<file path="src/rtl/dll_pkg.sv">
package dll_pkg;
   typedef enum logic [1:0] {
      FETCH_IDLE,
      FETCH_ISSUE,
      FETCH_WAIT
   } fetch_st_e;

   localparam logic REG_BASE   = 1'b0;
   localparam logic REG_SIZE   = 1'b1;
   localparam int   ENTRY_SHIFT = 3;
   localparam int   WORD_BYTES  = 4;
endpackage

</file>
<file path="src/rtl/dll_regs.sv">
module dll_regs #(
   parameter int ADDR_W = 32,
   parameter int WORD_W = 32,
   parameter int LEN_W  = 12
) (
   input  logic              clk,
   input  logic              rst_n,
   input  logic              cfg_we,
   input  logic              cfg_sel,
   input  logic [WORD_W-1:0] cfg_wdata,
   input  logic              take,
   output logic [ADDR_W-1:0] base_o,
   output logic [LEN_W-1:0]  len_o,
   output logic              upd_o,
   output logic              err_o,
   output logic [WORD_W-1:0] cfg_rdata
);
   import dll_pkg::*;

   localparam int UPD_BIT = WORD_W - 1;
   localparam int PAD_W   = WORD_W - 1 - LEN_W;

   logic [ADDR_W-1:0] base_q;
   logic [LEN_W-1:0]  len_q;
   logic              upd_q;
   logic              err_q;

   always_ff @(posedge clk) begin
      if (!rst_n) begin
         base_q <= '0;
         len_q  <= '0;
         upd_q  <= 1'b0;
         err_q  <= 1'b0;
      end else begin
         if (take) begin
            upd_q <= 1'b0;
         end
         if (cfg_we) begin
            if (upd_q) begin
               err_q <= 1'b1;
            end else if (cfg_sel == REG_BASE) begin
               base_q <= cfg_wdata[ADDR_W-1:0];
            end else begin
               len_q <= cfg_wdata[LEN_W-1:0];
               upd_q <= cfg_wdata[UPD_BIT];
            end
         end
      end
   end

   always_comb begin
      if (cfg_sel == REG_BASE) begin
         cfg_rdata = WORD_W'(base_q);
      end else begin
         cfg_rdata = {upd_q, {PAD_W{1'b0}}, len_q};
      end
   end

   assign base_o = base_q;
   assign len_o  = len_q;
   assign upd_o  = upd_q;
   assign err_o  = err_q;

   // refused writes leave the list description untouched
   a_r8_locked_regs: assert property (@(posedge clk) disable iff (!rst_n)
      (cfg_we && upd_q) |=> ($stable(base_q) && $stable(len_q) && err_q));

   // error flag is sticky
   a_r8_err_sticky: assert property (@(posedge clk) disable iff (!rst_n)
      err_q |=> err_q);
endmodule

</file>
<file path="src/rtl/dll_fetch.sv">
module dll_fetch #(
   parameter int ADDR_W = 32,
   parameter int WORD_W = 32,
   parameter int CNT_W  = 9
) (
   input  logic              clk,
   input  logic              rst_n,
   input  logic              start,
   input  logic [ADDR_W-1:0] start_base,
   input  logic [CNT_W-1:0]  start_cnt,
   output logic              mem_req_valid,
   input  logic              mem_req_ready,
   output logic [ADDR_W-1:0] mem_req_addr,
   input  logic              mem_rsp_valid,
   input  logic [WORD_W-1:0] mem_rsp_data,
   output logic              word_valid,
   output logic [WORD_W-1:0] word_data,
   output logic              word_odd,
   output logic              word_last,
   output logic              active
);
   import dll_pkg::*;

   localparam int LEFT_W = CNT_W + 1;

   fetch_st_e         st_q;
   logic [ADDR_W-1:0] addr_q;
   logic [LEFT_W-1:0] left_q;
   logic              odd_q;
   logic              last_word;

   assign last_word = (left_q == LEFT_W'(1));

   always_ff @(posedge clk) begin
      if (!rst_n) begin
         st_q   <= FETCH_IDLE;
         addr_q <= '0;
         left_q <= '0;
         odd_q  <= 1'b0;
      end else begin
         unique case (st_q)
            FETCH_IDLE: begin
               if (start && (start_cnt != '0)) begin
                  addr_q <= start_base;
                  left_q <= {start_cnt, 1'b0};
                  odd_q  <= 1'b0;
                  st_q   <= FETCH_ISSUE;
               end
            end
            FETCH_ISSUE: begin
               if (mem_req_ready) begin
                  st_q <= FETCH_WAIT;
               end
            end
            FETCH_WAIT: begin
               if (mem_rsp_valid) begin
                  addr_q <= addr_q + ADDR_W'(WORD_BYTES);
                  left_q <= left_q - LEFT_W'(1);
                  odd_q  <= ~odd_q;
                  st_q   <= last_word ? FETCH_IDLE : FETCH_ISSUE;
               end
            end
            default: st_q <= FETCH_IDLE;
         endcase
      end
   end

   assign mem_req_valid = (st_q == FETCH_ISSUE);
   assign mem_req_addr  = addr_q;
   assign word_valid    = (st_q == FETCH_WAIT) && mem_rsp_valid;
   assign word_data     = mem_rsp_data;
   assign word_odd      = odd_q;
   assign word_last     = last_word;
   assign active        = (st_q != FETCH_IDLE);

   // a request is held with a stable address until accepted
   a_r12_req_hold: assert property (@(posedge clk) disable iff (!rst_n)
      (mem_req_valid && !mem_req_ready) |=> (mem_req_valid && $stable(mem_req_addr)));

   // no new request while a response is still awaited
   a_r12_one_outstanding: assert property (@(posedge clk) disable iff (!rst_n)
      (mem_req_valid && mem_req_ready) |=> !mem_req_valid);

   // consecutive reads step by one word
   a_r4_addr_step: assert property (@(posedge clk) disable iff (!rst_n)
      (word_valid && !word_last) |=> (mem_req_addr == $past(mem_req_addr) + ADDR_W'(WORD_BYTES)));
endmodule

</file>
<file path="src/rtl/dll_replay.sv">
module dll_replay #(
   parameter int WORD_W  = 32,
   parameter bit OUT_REG = 1'b1
) (
   input  logic              clk,
   input  logic              rst_n,
   input  logic              word_valid,
   input  logic [WORD_W-1:0] word_data,
   input  logic              word_odd,
   input  logic              word_last,
   output logic              rw_valid,
   output logic [WORD_W-1:0] rw_addr,
   output logic [WORD_W-1:0] rw_data,
   output logic              done,
   output logic              pend
);
   logic [WORD_W-1:0] ra_q;
   logic              fire;

   assign fire = word_valid && word_odd;

   always_ff @(posedge clk) begin
      if (!rst_n) begin
         ra_q <= '0;
      end else if (word_valid && !word_odd) begin
         ra_q <= word_data;
      end
   end

   generate
      if (OUT_REG) begin : g_out_reg
         logic              v_q;
         logic              d_q;
         logic [WORD_W-1:0] a_q;
         logic [WORD_W-1:0] w_q;

         always_ff @(posedge clk) begin
            if (!rst_n) begin
               v_q <= 1'b0;
               d_q <= 1'b0;
               a_q <= '0;
               w_q <= '0;
            end else begin
               v_q <= fire;
               d_q <= fire && word_last;
               if (fire) begin
                  a_q <= ra_q;
                  w_q <= word_data;
               end
            end
         end

         assign rw_valid = v_q;
         assign rw_addr  = a_q;
         assign rw_data  = w_q;
         assign done     = d_q;
         assign pend     = v_q;
      end else begin : g_out_comb
         assign rw_valid = fire;
         assign rw_addr  = ra_q;
         assign rw_data  = word_data;
         assign done     = fire && word_last;
         assign pend     = 1'b0;
      end
   endgenerate

   // the final word of a list is always a data word
   a_r4_last_is_data: assert property (@(posedge clk) disable iff (!rst_n)
      (word_valid && word_last) |-> word_odd);
endmodule

</file>
<file path="src/rtl/dlist_loader.sv">
module dlist_loader #(
   parameter int ADDR_W      = 32,
   parameter int WORD_W      = 32,
   parameter int MAX_ENTRIES = 256,
   parameter bit OUT_REG     = 1'b1
) (
   input  logic              clk,
   input  logic              rst_n,
   input  logic              cfg_we,
   input  logic              cfg_sel,
   input  logic [WORD_W-1:0] cfg_wdata,
   output logic [WORD_W-1:0] cfg_rdata,
   input  logic              frame_end,
   output logic              mem_req_valid,
   input  logic              mem_req_ready,
   output logic [ADDR_W-1:0] mem_req_addr,
   input  logic              mem_rsp_valid,
   input  logic [WORD_W-1:0] mem_rsp_data,
   output logic              rw_valid,
   output logic [WORD_W-1:0] rw_addr,
   output logic [WORD_W-1:0] rw_data,
   output logic              busy,
   output logic              done,
   output logic              err_flag
);
   import dll_pkg::*;

   localparam int LEN_W = $clog2(MAX_ENTRIES * 8) + 1;
   localparam int CNT_W = LEN_W - ENTRY_SHIFT;

   generate
      if (MAX_ENTRIES < 1) begin : g_bad_depth
         $error("MAX_ENTRIES must be at least 1");
      end
      if (ADDR_W > WORD_W) begin : g_bad_addr
         $error("ADDR_W must not exceed WORD_W");
      end
      if (LEN_W > WORD_W - 2) begin : g_bad_len
         $error("length field does not fit the size register");
      end
      if (WORD_W < 8) begin : g_bad_word
         $error("WORD_W too small");
      end
   endgenerate

   logic [ADDR_W-1:0] base;
   logic [LEN_W-1:0]  len;
   logic              upd;
   logic              take;
   logic [CNT_W-1:0]  raw_cnt;
   logic [CNT_W-1:0]  cnt;
   logic [ENTRY_SHIFT-1:0] unused_len_lsb;

   logic              w_valid;
   logic [WORD_W-1:0] w_data;
   logic              w_odd;
   logic              w_last;
   logic              f_active;
   logic              r_pend;

   assign raw_cnt        = len[LEN_W-1:ENTRY_SHIFT];
   assign unused_len_lsb = len[ENTRY_SHIFT-1:0];
   assign cnt            = (raw_cnt > CNT_W'(MAX_ENTRIES)) ? CNT_W'(MAX_ENTRIES) : raw_cnt;
   assign take           = frame_end && upd && !busy;
   assign busy           = f_active || r_pend;

   dll_regs #(
      .ADDR_W (ADDR_W),
      .WORD_W (WORD_W),
      .LEN_W  (LEN_W)
   ) regs_i (
      .clk       (clk),
      .rst_n     (rst_n),
      .cfg_we    (cfg_we),
      .cfg_sel   (cfg_sel),
      .cfg_wdata (cfg_wdata),
      .take      (take),
      .base_o    (base),
      .len_o     (len),
      .upd_o     (upd),
      .err_o     (err_flag),
      .cfg_rdata (cfg_rdata)
   );

   dll_fetch #(
      .ADDR_W (ADDR_W),
      .WORD_W (WORD_W),
      .CNT_W  (CNT_W)
   ) fetch_i (
      .clk           (clk),
      .rst_n         (rst_n),
      .start         (take),
      .start_base    (base),
      .start_cnt     (cnt),
      .mem_req_valid (mem_req_valid),
      .mem_req_ready (mem_req_ready),
      .mem_req_addr  (mem_req_addr),
      .mem_rsp_valid (mem_rsp_valid),
      .mem_rsp_data  (mem_rsp_data),
      .word_valid    (w_valid),
      .word_data     (w_data),
      .word_odd      (w_odd),
      .word_last     (w_last),
      .active        (f_active)
   );

   dll_replay #(
      .WORD_W  (WORD_W),
      .OUT_REG (OUT_REG)
   ) replay_i (
      .clk        (clk),
      .rst_n      (rst_n),
      .word_valid (w_valid),
      .word_data  (w_data),
      .word_odd   (w_odd),
      .word_last  (w_last),
      .rw_valid   (rw_valid),
      .rw_addr    (rw_addr),
      .rw_data    (rw_data),
      .done       (done),
      .pend       (r_pend)
   );

   // a take clears the request bit
   a_r3_take_clears: assert property (@(posedge clk) disable iff (!rst_n)
      (frame_end && upd && !busy) |=> !upd);

   // a frame end during replay leaves the request pending
   a_r10_busy_defers: assert property (@(posedge clk) disable iff (!rst_n)
      (frame_end && upd && busy) |=> upd);

   // done only accompanies a register write while busy
   a_r7_done_with_write: assert property (@(posedge clk) disable iff (!rst_n)
      done |-> (rw_valid && busy));

   // no memory traffic while idle
   a_r6_idle_no_req: assert property (@(posedge clk) disable iff (!rst_n)
      mem_req_valid |-> busy);
endmodule

</file>
<file path="config.mk">
export PLATFORM = sky130hd
export DESIGN_NAME = dlist_loader
export DESIGN_NICKNAME = d
export VERILOG_FILES = /design/src/rtl/dll_pkg.sv /design/src/rtl/dll_regs.sv /design/src/rtl/dll_fetch.sv /design/src/rtl/dll_replay.sv /design/src/rtl/dlist_loader.sv
export SDC_FILE = /design/constraint.sdc
export NUM_CORES = 1
export LEC_CHECK = 0
export ABC_AREA = 1
export BUFFER_PORTS_ARGS = -buffer_cell sky130_fd_sc_hd__buf_2
export CORE_MARGIN = 10
export CORE_UTILIZATION = 55
export CTS_CLUSTER_SIZE = 16
export DETAILED_ROUTE_END_ITERATION = 7
export PLACE_DENSITY = 0.81
export REMOVE_ABC_BUFFERS = 1
export SLEW_MARGIN = 20
export SYNTH_ARGS = -nofsm -noshare
export SYNTH_HDL_FRONTEND = slang
export SYNTH_HIERARCHICAL = 1
export SYNTH_SLANG_ARGS = --single-unit
</file>
<file path="constraint.sdc">
create_clock -name clk -period 1.96 [get_ports clk]
set_input_delay 0.098 -clock clk [delete_from_list [all_inputs] [get_ports clk]]
set_output_delay 0.098 -clock clk [all_outputs]
set_load 0.1 [all_outputs]
</file>
# ---- Word level (Yosys, flattened, before mapping)
# Index checks and enable logic that the tools add are counted.
dict set report totals {
  register_bits 189
  ram_bits 0
  latch_bits 0
  mem_bits_ro 0
  inputBits 71
  mem_count 0
  output_inout_bits 133
  word_cells 64
}
dict set report classes {
  multipliers 0
  n_eq_ne 6
  mux 20
  add_sub_neg 2
  magnitude_cmp 1
  shift 0
  n_div 0
  reduce_logical 19
  bitwise_logic 3
}
# operator count
set ops {}
lappend ops {{two-way mux 32 bit} 3}
lappend ops {{case mux 32 bit (2 select lines)} 1}
lappend ops {{adder 32 x 3 -> 32 bit, second input constant} 1}
lappend ops {{two-way mux 10 bit} 2}
lappend ops {{case mux 10 bit (2 select lines)} 1}
lappend ops {{AND reduction 3 bit} 4}
lappend ops {{equality test 10 x 1 -> 1 bit, second input constant} 1}
lappend ops {{subtractor 10 x 1 -> 10 bit, second input constant} 1}
lappend ops {{> comparator 9 bit, second input constant} 1}
lappend ops {{two-way mux 9 bit} 1}
lappend ops {{nonzero test 9 bit} 1}
lappend ops {{logical AND 1 bit} 7}
lappend ops {{two-way mux 1 bit} 7}
lappend ops {{two-way mux 2 bit} 3}
lappend ops {{case mux 2 bit (3 select lines)} 1}
lappend ops {{!= test 2 x 1 -> 1 bit, second input constant} 2}
lappend ops {{nonzero test 2 bit} 2}
lappend ops {{NOT 1 bit} 3}
lappend ops {{equality test 2 x 1 -> 1 bit, second input constant} 1}
lappend ops {{equality test 2 bit, second input constant} 1}
lappend ops {{logical NOT 1 bit} 2}
lappend ops {{logical NOT 2 bit} 1}
lappend ops {{!= test 2 bit, second input constant} 1}
lappend ops {{case mux 1 bit (2 select lines)} 1}
lappend ops {{2 further kinds} 2}

# ---- Logic depth before layout (Yosys ltp)
# Gate-level depths: netlist of the first run.
dict set report logic_depth {
  ltp_word 8
  depth_mapped 15
}

# ---- Modules after synthesis
# Netlist of the first run, hierarchy kept.
# module area_each_um2 instances cells_each
set by_module_without_submodules {}
lappend by_module_without_submodules {dll_replay 3732.3 1 500}
lappend by_module_without_submodules {dll_fetch 3349.5 1 557}
lappend by_module_without_submodules {dll_regs 2253.4 1 364}
lappend by_module_without_submodules {dlist_loader 116.4 1 29}

# ---- Worst setup path before layout of the first run
# Ideal clock, no wire load.
dict set report synth_path {
  path_type {reg2out}
  from {register regs_i.upd_q, in the netlist regs_i/upd_o}
  to {output cfg_rdata[31]}
  slack_ns -0.738
  t_required_ns 1.862
  path_buffers 0
  path_stages_with_launch 3
  t_arrival_ns 2.600
  path_cell_list {dfxtp_1 > inv_1 > o21ai_0}
}
dict set report synth_via {
  elab_chain_cells 1
}
# element line_no
set synth_rtl {}
lappend synth_rtl {{start: declaration} dll_regs.sv:25} ;# logic upd_q;
lappend synth_rtl {{start signal: assignment} dll_regs.sv:45} ;# upd_q <= cfg_wdata[UPD_BIT];
lappend synth_rtl {{two-way mux 32 bit} dll_regs.sv:52} ;# if (cfg_sel == REG_BASE) begin
lappend synth_rtl {{end: declaration} dlist_loader.sv:12} ;# output logic [WORD_W-1:0] cfg_rdata,
# Every way passes these cells.

# ---- Worst setup path after layout of the first run
dict set report layout_path {
  from {register regs_i.len_q[9], in the netlist regs_i/len_o[9]}
  to {register fetch_i.left_q[5]}
}
dict set report layout_via {
  elab_chain_cells 6
}
# element line_no
set layout_rtl {}
lappend layout_rtl {{start: declaration} dll_regs.sv:24} ;# logic [LEN_W-1:0] len_q;
lappend layout_rtl {{start signal: assignment} dll_regs.sv:44} ;# len_q <= cfg_wdata[LEN_W-1:0];
lappend layout_rtl {{> comparator 9 bit} dlist_loader.sv:63} ;# assign cnt = (raw_cnt > CNT_W'(MAX_ENTRIES)) ? CNT_W'(MAX_ENTRIES) : raw_cnt;
lappend layout_rtl {{two-way mux 9 bit} dlist_loader.sv:63}
lappend layout_rtl {{via cnt[1]} dlist_loader.sv:51} ;# logic [CNT_W-1:0] cnt;
lappend layout_rtl {{nonzero test 9 bit} dll_fetch.sv:43} ;# if (start && (start_cnt != '0)) begin
lappend layout_rtl {{logical AND 1 bit} dll_fetch.sv:43}
lappend layout_rtl {{!= test 2 x 1 -> 1 bit (no line)} -}
lappend layout_rtl {{AND reduction 3 bit (no line)} -}
lappend layout_rtl {{end signal: assignment} dll_fetch.sv:45} ;# left_q <= {start_cnt, 1'b0};
lappend layout_rtl {{end signal: assignment} dll_fetch.sv:58} ;# left_q <= left_q - LEFT_W'(1);
lappend layout_rtl {{end: declaration} dll_fetch.sv:28} ;# logic [LEFT_W-1:0] left_q;
# The timed path passes the listed nets, and every way through them passes these cells. The select of a mux whose other input is x is not followed.
# A chain may end at the register's enable or synchronous reset.

==> results.sh, run 1 <==
export IMPL_post_route_period_util_pct=101
export IMPL_synth_top_cell_area_share_pct=40.0
export IMPL_setup_viol=10
export IMPL_fin_ws_ps=-28.8
export IMPL_r2r_cells=14
export IMPL_h_tree_depth=4
export IMPL_grt_total_usage_pct=24.0
export IMPL_yosysWarnings=6
export IMPL_io_buffers=203
export IMPL_ant_nets=0
export IMPL_root_buffer="clkbuf_16"
export IMPL_cp_data_arrival_time_ps=2300
export IMPL_crit_top_cell="nor2_2"
export IMPL_clk_path_buf_depth=2
export IMPL_ys_seq_elements=189
export IMPL_insertion_delay_ps=430
export IMPL_fin_area_sq_um=12100
export IMPL_hold_violations=0
export IMPL_ios=204
export IMPL_p_leak_uw=0.00543
export IMPL_num_vias=10000
export IMPL_die_h_um=151
export IMPL_r2r_end="fetch_i/left_q[5]"
export IMPL_rsz0062_at_grt="true"
export IMPL_overflow=0
export IMPL_drt_initial_drc_count=775
export IMPL_die_area_sq_um=22800
export IMPL_hold_path_end="regs_i/base_o[25]"
export IMPL_initial_core_util_pct=56.6
export IMPL_relSlewSlack_pct=60.5
export IMPL_ir_drop_v=0.000607
export IMPL_drc_errors=0
export IMPL_worst_pin_slew_ps=592
export IMPL_place_inst=1788
export IMPL_grt_first_pass_wirelength_um=45400
export IMPL_min_delay_path_depth=5
export IMPL_maxCapViolCount=0
export IMPL_finalSetupTns_ps=-102
export IMPL_fin_skew_ps=14.7
export IMPL_stdcell_count=1899
export IMPL_die_w_um=151
export IMPL_dp_hpwl_um=19100
export IMPL_period_minus_slack_ps=1990
export IMPL_timing_reg2reg_setup_slack_ps=-30
export IMPL_final_max_slew_violation_count=0
export IMPL_synthDistinctLibCells=37
export IMPL_grt_max_degree=51
export IMPL_synth_area_leaders="dfxtp_1 40%, nand2_1 13%, nor2_1 9.7%, nand3_1 9.2%, a21oi_1 7.5%"
export IMPL_tritoncts="yes"
export IMPL_wire_per_inst_um=15.4
export IMPL_grt_pass1_vias=9436
export IMPL_dr_pass1_iters=5
export IMPL_layout_drive_gt1_share_pct=21.7
export IMPL_clk_pin_slew_ps=80
export IMPL_worst_hold_path_type="in -> reg"
export IMPL_crit_path_top_delay_cell="dfxtp_2"
export IMPL_antenna_found_initial=1
export IMPL_power_density_nw_per_um2=747
export IMPL_coreArea_sq_um=16700
export IMPL_clock_fmax_ghz=0.503
export IMPL_synthesis_area_sq_um=9450
export IMPL_synth_cells=1450
export IMPL_worstSetupEndpointType="flip-flop"
export IMPL_path_class="reg -> reg"
export IMPL_critPathMaxFanout=9
export IMPL_fillers=1323
export IMPL_slowest_delay_ps=350
export IMPL_status="finished, violations left"
export IMPL_syn_area_per_cell_sq_um=6.52
export IMPL_routed_wl_um=29300
export IMPL_reg2reg_from="regs_i/len_o[9]"
export IMPL_rows=47
export IMPL_failed_checks="setup timing"
export IMPL_placed_area_sq_um=10500
export IMPL_worstHoldStart="cfg_wdata[25]"
export IMPL_synth_top_area_cell="dfxtp_1"
export IMPL_layout_nets=1739
export IMPL_drt_vias_per_instance=5.29
export IMPL_regArea_sq_um=3790
export IMPL_routabilityCongestion=0.923
export IMPL_finalPower_uw=9070
export IMPL_clkSinkCount=189
export IMPL_start_kind="flip-flop"
export IMPL_multiInputGateArea_sq_um=4570
export IMPL_cts_made_buffers=17
export IMPL_synthToLayoutAreaGrowth_pct=28.4
export IMPL_crit_required_ps=2270
export IMPL_crit_path_cell_trace="nor2_1, nand2_1, nor2_2, nor2_4, nor2_2, nor2_1, nand2_1, nor2_2, nand2_2, nand3_4, nand2_8, clkbuf_16, o21ai_0, a21oi_1"
export IMPL_yosysSeqAreaShare_pct=40.0
-- synth_stat cells --
library cell	count
nand4_1	3
o21ai_1	11
buf_2	37
clkbuf_1	27
a22oi_1	3
nand3_1	173
xor2_1	4
nor2_1	244
dfxtp_1	189
mux2i_1	4
xnor2_1	3
a31oi_1	2
clkinv_2	1
nand3_2	2
nor2_4	3
nand2_2	3
nand2_1	323
buf_4	43
a21o_1	1
inv_2	4
a21oi_1	141
a21oi_2	2
buf_1	8
nand2_4	1
o21ai_2	1
ha_1	3
and2_0	1
buf_6	4
or2_0	1
o21bai_1	2
nor3b_1	1
nor2_2	8
clkbuf_2	2
o21ai_0	43
nor4_1	1
inv_1	145
or2_2	6
-- placed cells by master, fill, tap and decap left out, types with 3 or more instances in the layout --
| cell type | instances |
|---|---|
| o21ai_2 | 10 |
| xor2_1 | 4 |
| buf_4 | 37 |
| xnor2_1 | 3 |
| buf_2 | 191 |
| inv_2 | 5 |
| inv_6 | 5 |
| nand2_2 | 12 |
| nor2_1 | 229 |
| nor2_2 | 21 |
| nor2_4 | 5 |
| nand2_4 | 4 |
| a21oi_2 | 6 |
| dlygate4sd3_1 | 65 |
| dfxtp_1 | 180 |
| nand4_1 | 3 |
| nand3_1 | 173 |
| o21ai_0 | 33 |
| mux2i_1 | 4 |
| ha_1 | 3 |
| a22oi_1 | 3 |
| nand2_1 | 310 |
| buf_12 | 15 |
| buf_6 | 5 |
| a21oi_1 | 137 |
| inv_8 | 4 |
| or2_2 | 6 |
| inv_1 | 144 |
| o21ai_1 | 12 |
| clkbuf_16 | 21 |
| dfxtp_2 | 9 |
-- layer usage --
metal  routed length, um  vias to the layer above  track usage [%]  share of wire, %
li1                    -                     4964                -                 -
met2               13900                      416             38.7                47
met4                 880                        2             9.38               3.0
met5                   7                        -                0             0.024
met1               11800                     4599             29.5                40
met3                2720                       67             7.13               9.3
-- where the power goes --
part / internal (uW) / switching [uW]
clock network: 1810 / 1610
logic: 518 / 1070
registers: 3940 / 109
-- final cells by class --
class | count | share of cell area, %
clock buffers | 19 | 3.57
inverters | 150 | 4.74
well taps | 220 | 2.27
multi-input cells | 990 | 37.7
clock inverters | 13 | 1.19
repair buffers | 317 | 19.3
diodes | 1 | 0.0206
flip-flops and latches | 189 | 31.3
-- critical path, delay by kind of cell (launching register included) --
family          cells  cell delay [ps]
compound gates      2              210
buf+inv             1              200
flops               1              350
simple gates       11             1110
-- stage by stage --
step,util [%],setup slack (ps),hold slack (ps)
after floorplan,-,-2760,218
after global placement,63.1,157,341
final,72.7,-28.8,37.7
after global routing,72.7,-190,44.7
after detailed placement,63.1,80.3,350
after CTS,70.5,55.1,16.9
-- registers in the layout (all words and copies together) (netlist names) --
register and cells:
fetch_i/left_q 10, fetch_i/mem_req_addr 32, fetch_i/st_q 2, fetch_i/word_odd 1
regs_i/base_o 32, regs_i/err_o 1, regs_i/len_o 12, regs_i/upd_o 1
replay_i/done 1, replay_i/pend 1, replay_i/ra_q 32, replay_i/rw_addr 32
replay_i/rw_data 32
-- worst max-delay path by stage --
stage / from / to / slack (ps) / cells past startpoint
6_report: regs_i/len_o[9] / fetch_i/left_q[5] / -30 / 14
5_1_grt: regs_i/len_o[7] / fetch_i/left_q[0] / -190 / 14
4_1_cts: regs_i/len_o[6] / fetch_i/mem_req_addr[22] / 60 / 14
3_5_place_dp: regs_i/len_o[3] / fetch_i/mem_req_addr[24] / 80 / 14
3_3_place_gp: regs_i/len_o[3] / fetch_i/mem_req_addr[26] / 160 / 14
2_1_floorplan: fetch_i/st_q[1] / replay_i/done / -2760 / 4
-- repair_timing --
action                     in CTS  in global routing
gates resized for setup         0                 73
setup endpoints to repair       0                 44
hold buffers                   65                  0
setup buffers                   0                  6
hold endpoints to repair      103                  0
-- logic make-up after synthesis --
kind of cell	synth area share, %
AND/OR/NAND/NOR	34.0
buffers and inverters	13.3
AO/OA/AOI/OAI	11.2
flip-flops	40.0
XOR/XNOR	0.649
multiplexers	0.424
adder cells (fa/ha/maj)	0.397
Note: power is estimated with default switching activity, not from simulation.
==> run 2: changes to the inputs <==
MAX_ROUTING_LAYER = met4   (was unset)
==> results.sh, run 2 (synthesized netlist as in run 1, its figures left out) <==
export IMPL_power_density_nw_per_um2=753
export IMPL_r2r_end="fetch_i/mem_req_addr[24]"
export IMPL_final_cell_mix="311 x nand2_1, 231 x nor2_1, 191 x buf_2"
export IMPL_post_route_period_util_pct=104
export IMPL_final_max_slew_violation_count=0
export IMPL_layout_drive_gt1_share_pct=21.9
export IMPL_r2r_cells=14
export IMPL_wire_per_inst_um=15.3
export IMPL_root_buffer="clkbuf_16"
export IMPL_wl_met1_um=12200
export IMPL_ir_drop_v=0.000715
export IMPL_setup_viol=38
export IMPL_routabilityCongestion=0.954
export IMPL_drt_initial_drc_count=736
export IMPL_routed_wl_um=28900
export IMPL_worst_hold_path_type="in -> reg"
export IMPL_relSlewSlack_pct=53.6
export IMPL_antennaDiodeCount=0
export IMPL_drt_vias_per_instance=5.27
export IMPL_regArea_sq_um=3790
export IMPL_die_h_um=151
export IMPL_cp_endpoint="fetch_i/mem_req_addr[24]"
export IMPL_grt_max_degree=56
export IMPL_top_layer="met4"
export IMPL_hold_violations=0
export IMPL_clk_path_buf_depth=2
export IMPL_placed_area_sq_um=10500
export IMPL_status="finished, violations left"
export IMPL_route_met2_wl_um=13700
export IMPL_cp_startpoint="regs_i/len_o[3]"
export IMPL_grt_pass1_vias=9140
export IMPL_maxCapViolCount=0
export IMPL_share_clk_of_total_power_pct=38.4
export IMPL_fin_area_sq_um=12100
export IMPL_h_tree_depth=4
export IMPL_cp_data_arrival_time_ps=2400
export IMPL_io_buffers=203
export IMPL_num_vias=9962
export IMPL_fin_ws_ps=-81.8
export IMPL_clk_pin_slew_ps=80
export IMPL_critPathMaxFanout=8
export IMPL_p_int_uw=6280
export IMPL_clock_fmax_ghz=0.490
export IMPL_seqPwrFrac_pct=44.4
export IMPL_tritoncts="yes"
export IMPL_antenna_found_initial=0
export IMPL_dr_pass1_iters=8
export IMPL_path_class="reg -> reg"
export IMPL_rsz0062_at_grt="true"
export IMPL_layout_commonest_cell="nand2_1"
export IMPL_rows=47
export IMPL_coreArea_sq_um=16700
export IMPL_worstSetupEndpointType="flip-flop"
export IMPL_reg2reg_from="regs_i/len_o[3]"
export IMPL_layout_nets=1730
export IMPL_period_minus_slack_ps=2040
export IMPL_insertion_delay_ps=430
export IMPL_clkSinkCount=189
export IMPL_drc_errors=0
export IMPL_fillers=1337
export IMPL_start_kind="flip-flop"
export IMPL_ant_nets=0
export IMPL_synthToLayoutAreaGrowth_pct=28.4
export IMPL_die_w_um=151
export IMPL_grt_total_usage_pct=24.6
export IMPL_hold_ws_ps=12.8
export IMPL_crit_required_ps=2310
export IMPL_cts_made_buffers=17
export IMPL_p_leak_uw=0.00539
export IMPL_dp_hpwl_um=18900
export IMPL_grt_first_pass_wirelength_um=44900
export IMPL_swShare_pct=31.2
export IMPL_timing_reg2reg_setup_slack_ps=-80
export IMPL_die_area_sq_um=22800
export IMPL_worst_pin_slew_ps=696
export IMPL_power_frac_comb_pct=17.2
export IMPL_dr_wl_met3_um=2250
export IMPL_ios=204
export IMPL_multiInputGateArea_sq_um=4620
export IMPL_initial_core_util_pct=56.6
export IMPL_finalPower_uw=9140
export IMPL_fin_skew_ps=9.77
export IMPL_finalSetupTns_ps=-1120
export IMPL_overflow=0
export IMPL_failed_checks="setup timing"
export IMPL_p_sw_uw=2850
run 2: cell count changes in the layout (fill, tap and decap cells not counted), sizes merged:
cell,before,now
diode,1,0
clkinv,3,4
inv,158,157
clkinvlp,1,3
clkbuf,23,21
buf,248,239
run 2: how the worst min path moves through the flow:
stage	start	endpoint	slack (ps)	cells past startpoint
3_3_place_gp	cfg_wdata[0]	regs_i/len_o[0]	340	3
4_1_cts	cfg_wdata[25]	regs_i/base_o[25]	6	5
2_1_floorplan	rst_n	regs_i/len_o[0]	220	2
6_report	cfg_wdata[25]	regs_i/base_o[25]	10	5
3_5_place_dp	cfg_wdata[8]	regs_i/len_o[8]	350	3
5_1_grt	cfg_wdata[25]	regs_i/base_o[25]	20	5
run 2: repair_timing:
item                       in CTS  in global routing
setup endpoints to repair       0                 44
setup buffers                   0                  6
hold endpoints to repair       95                  0
resized for setup               0                 86
hold buffers                   65                  0
run 2: critical path: stages, from the launching register on:
cell and delay [ps]:
dfxtp_2 360, nor2_2 40, nand2_1 70, nor2_2 50
nor2_4 280, nor2_2 60, or2_0 200, nor2_1 150
nand2_2 90, nand3_4 100, nand2_8 110, inv_8 110
clkbuf_16 160, nand2_1 50, a21oi_1 130
run 2: power groups by stage:
stage	logic [uW]	registers, uW	clock network, uW
5_1_grt	1690	4070	3720
3_3_place_gp	1350	4130	0
6_report	1570	4060	3510
3_5_place_dp	1370	4140	0
4_1_cts	1480	4050	3540
2_1_floorplan	754	4280	0
run 2: through the flow:
stage | setup WS (ps) | util [%] | cells
floorplan | -2760 | - | 1329
global placement | 62.3 | 62.8 | 1781
detailed placement | 45.6 | 62.8 | 1781
CTS | 2.40 | 70.3 | 1878
global route | -154 | 72.6 | 1889
finish | -81.8 | 72.6 | 1889
run 2: layer usage:
| layer | global-route usage (%) | vias up |
|---|---|---|
| met5 | - | - |
| met4 | 7.84 | 0 |
| met3 | 5.64 | 55 |
| met2 | 38.9 | 375 |
| met1 | 30.6 | 4588 |
| li1 | - | 4944 |
run 2: final cells by class:
cell class,instances,share of cell area [%]
Clock buffer,17,3.51
Clock inverter,15,1.45
Inverter,150,4.70
Multi-Input combinational cell,990,38.1
Sequential cell,189,31.3
Tap cell,220,2.27
Timing Repair Buffer,308,18.7
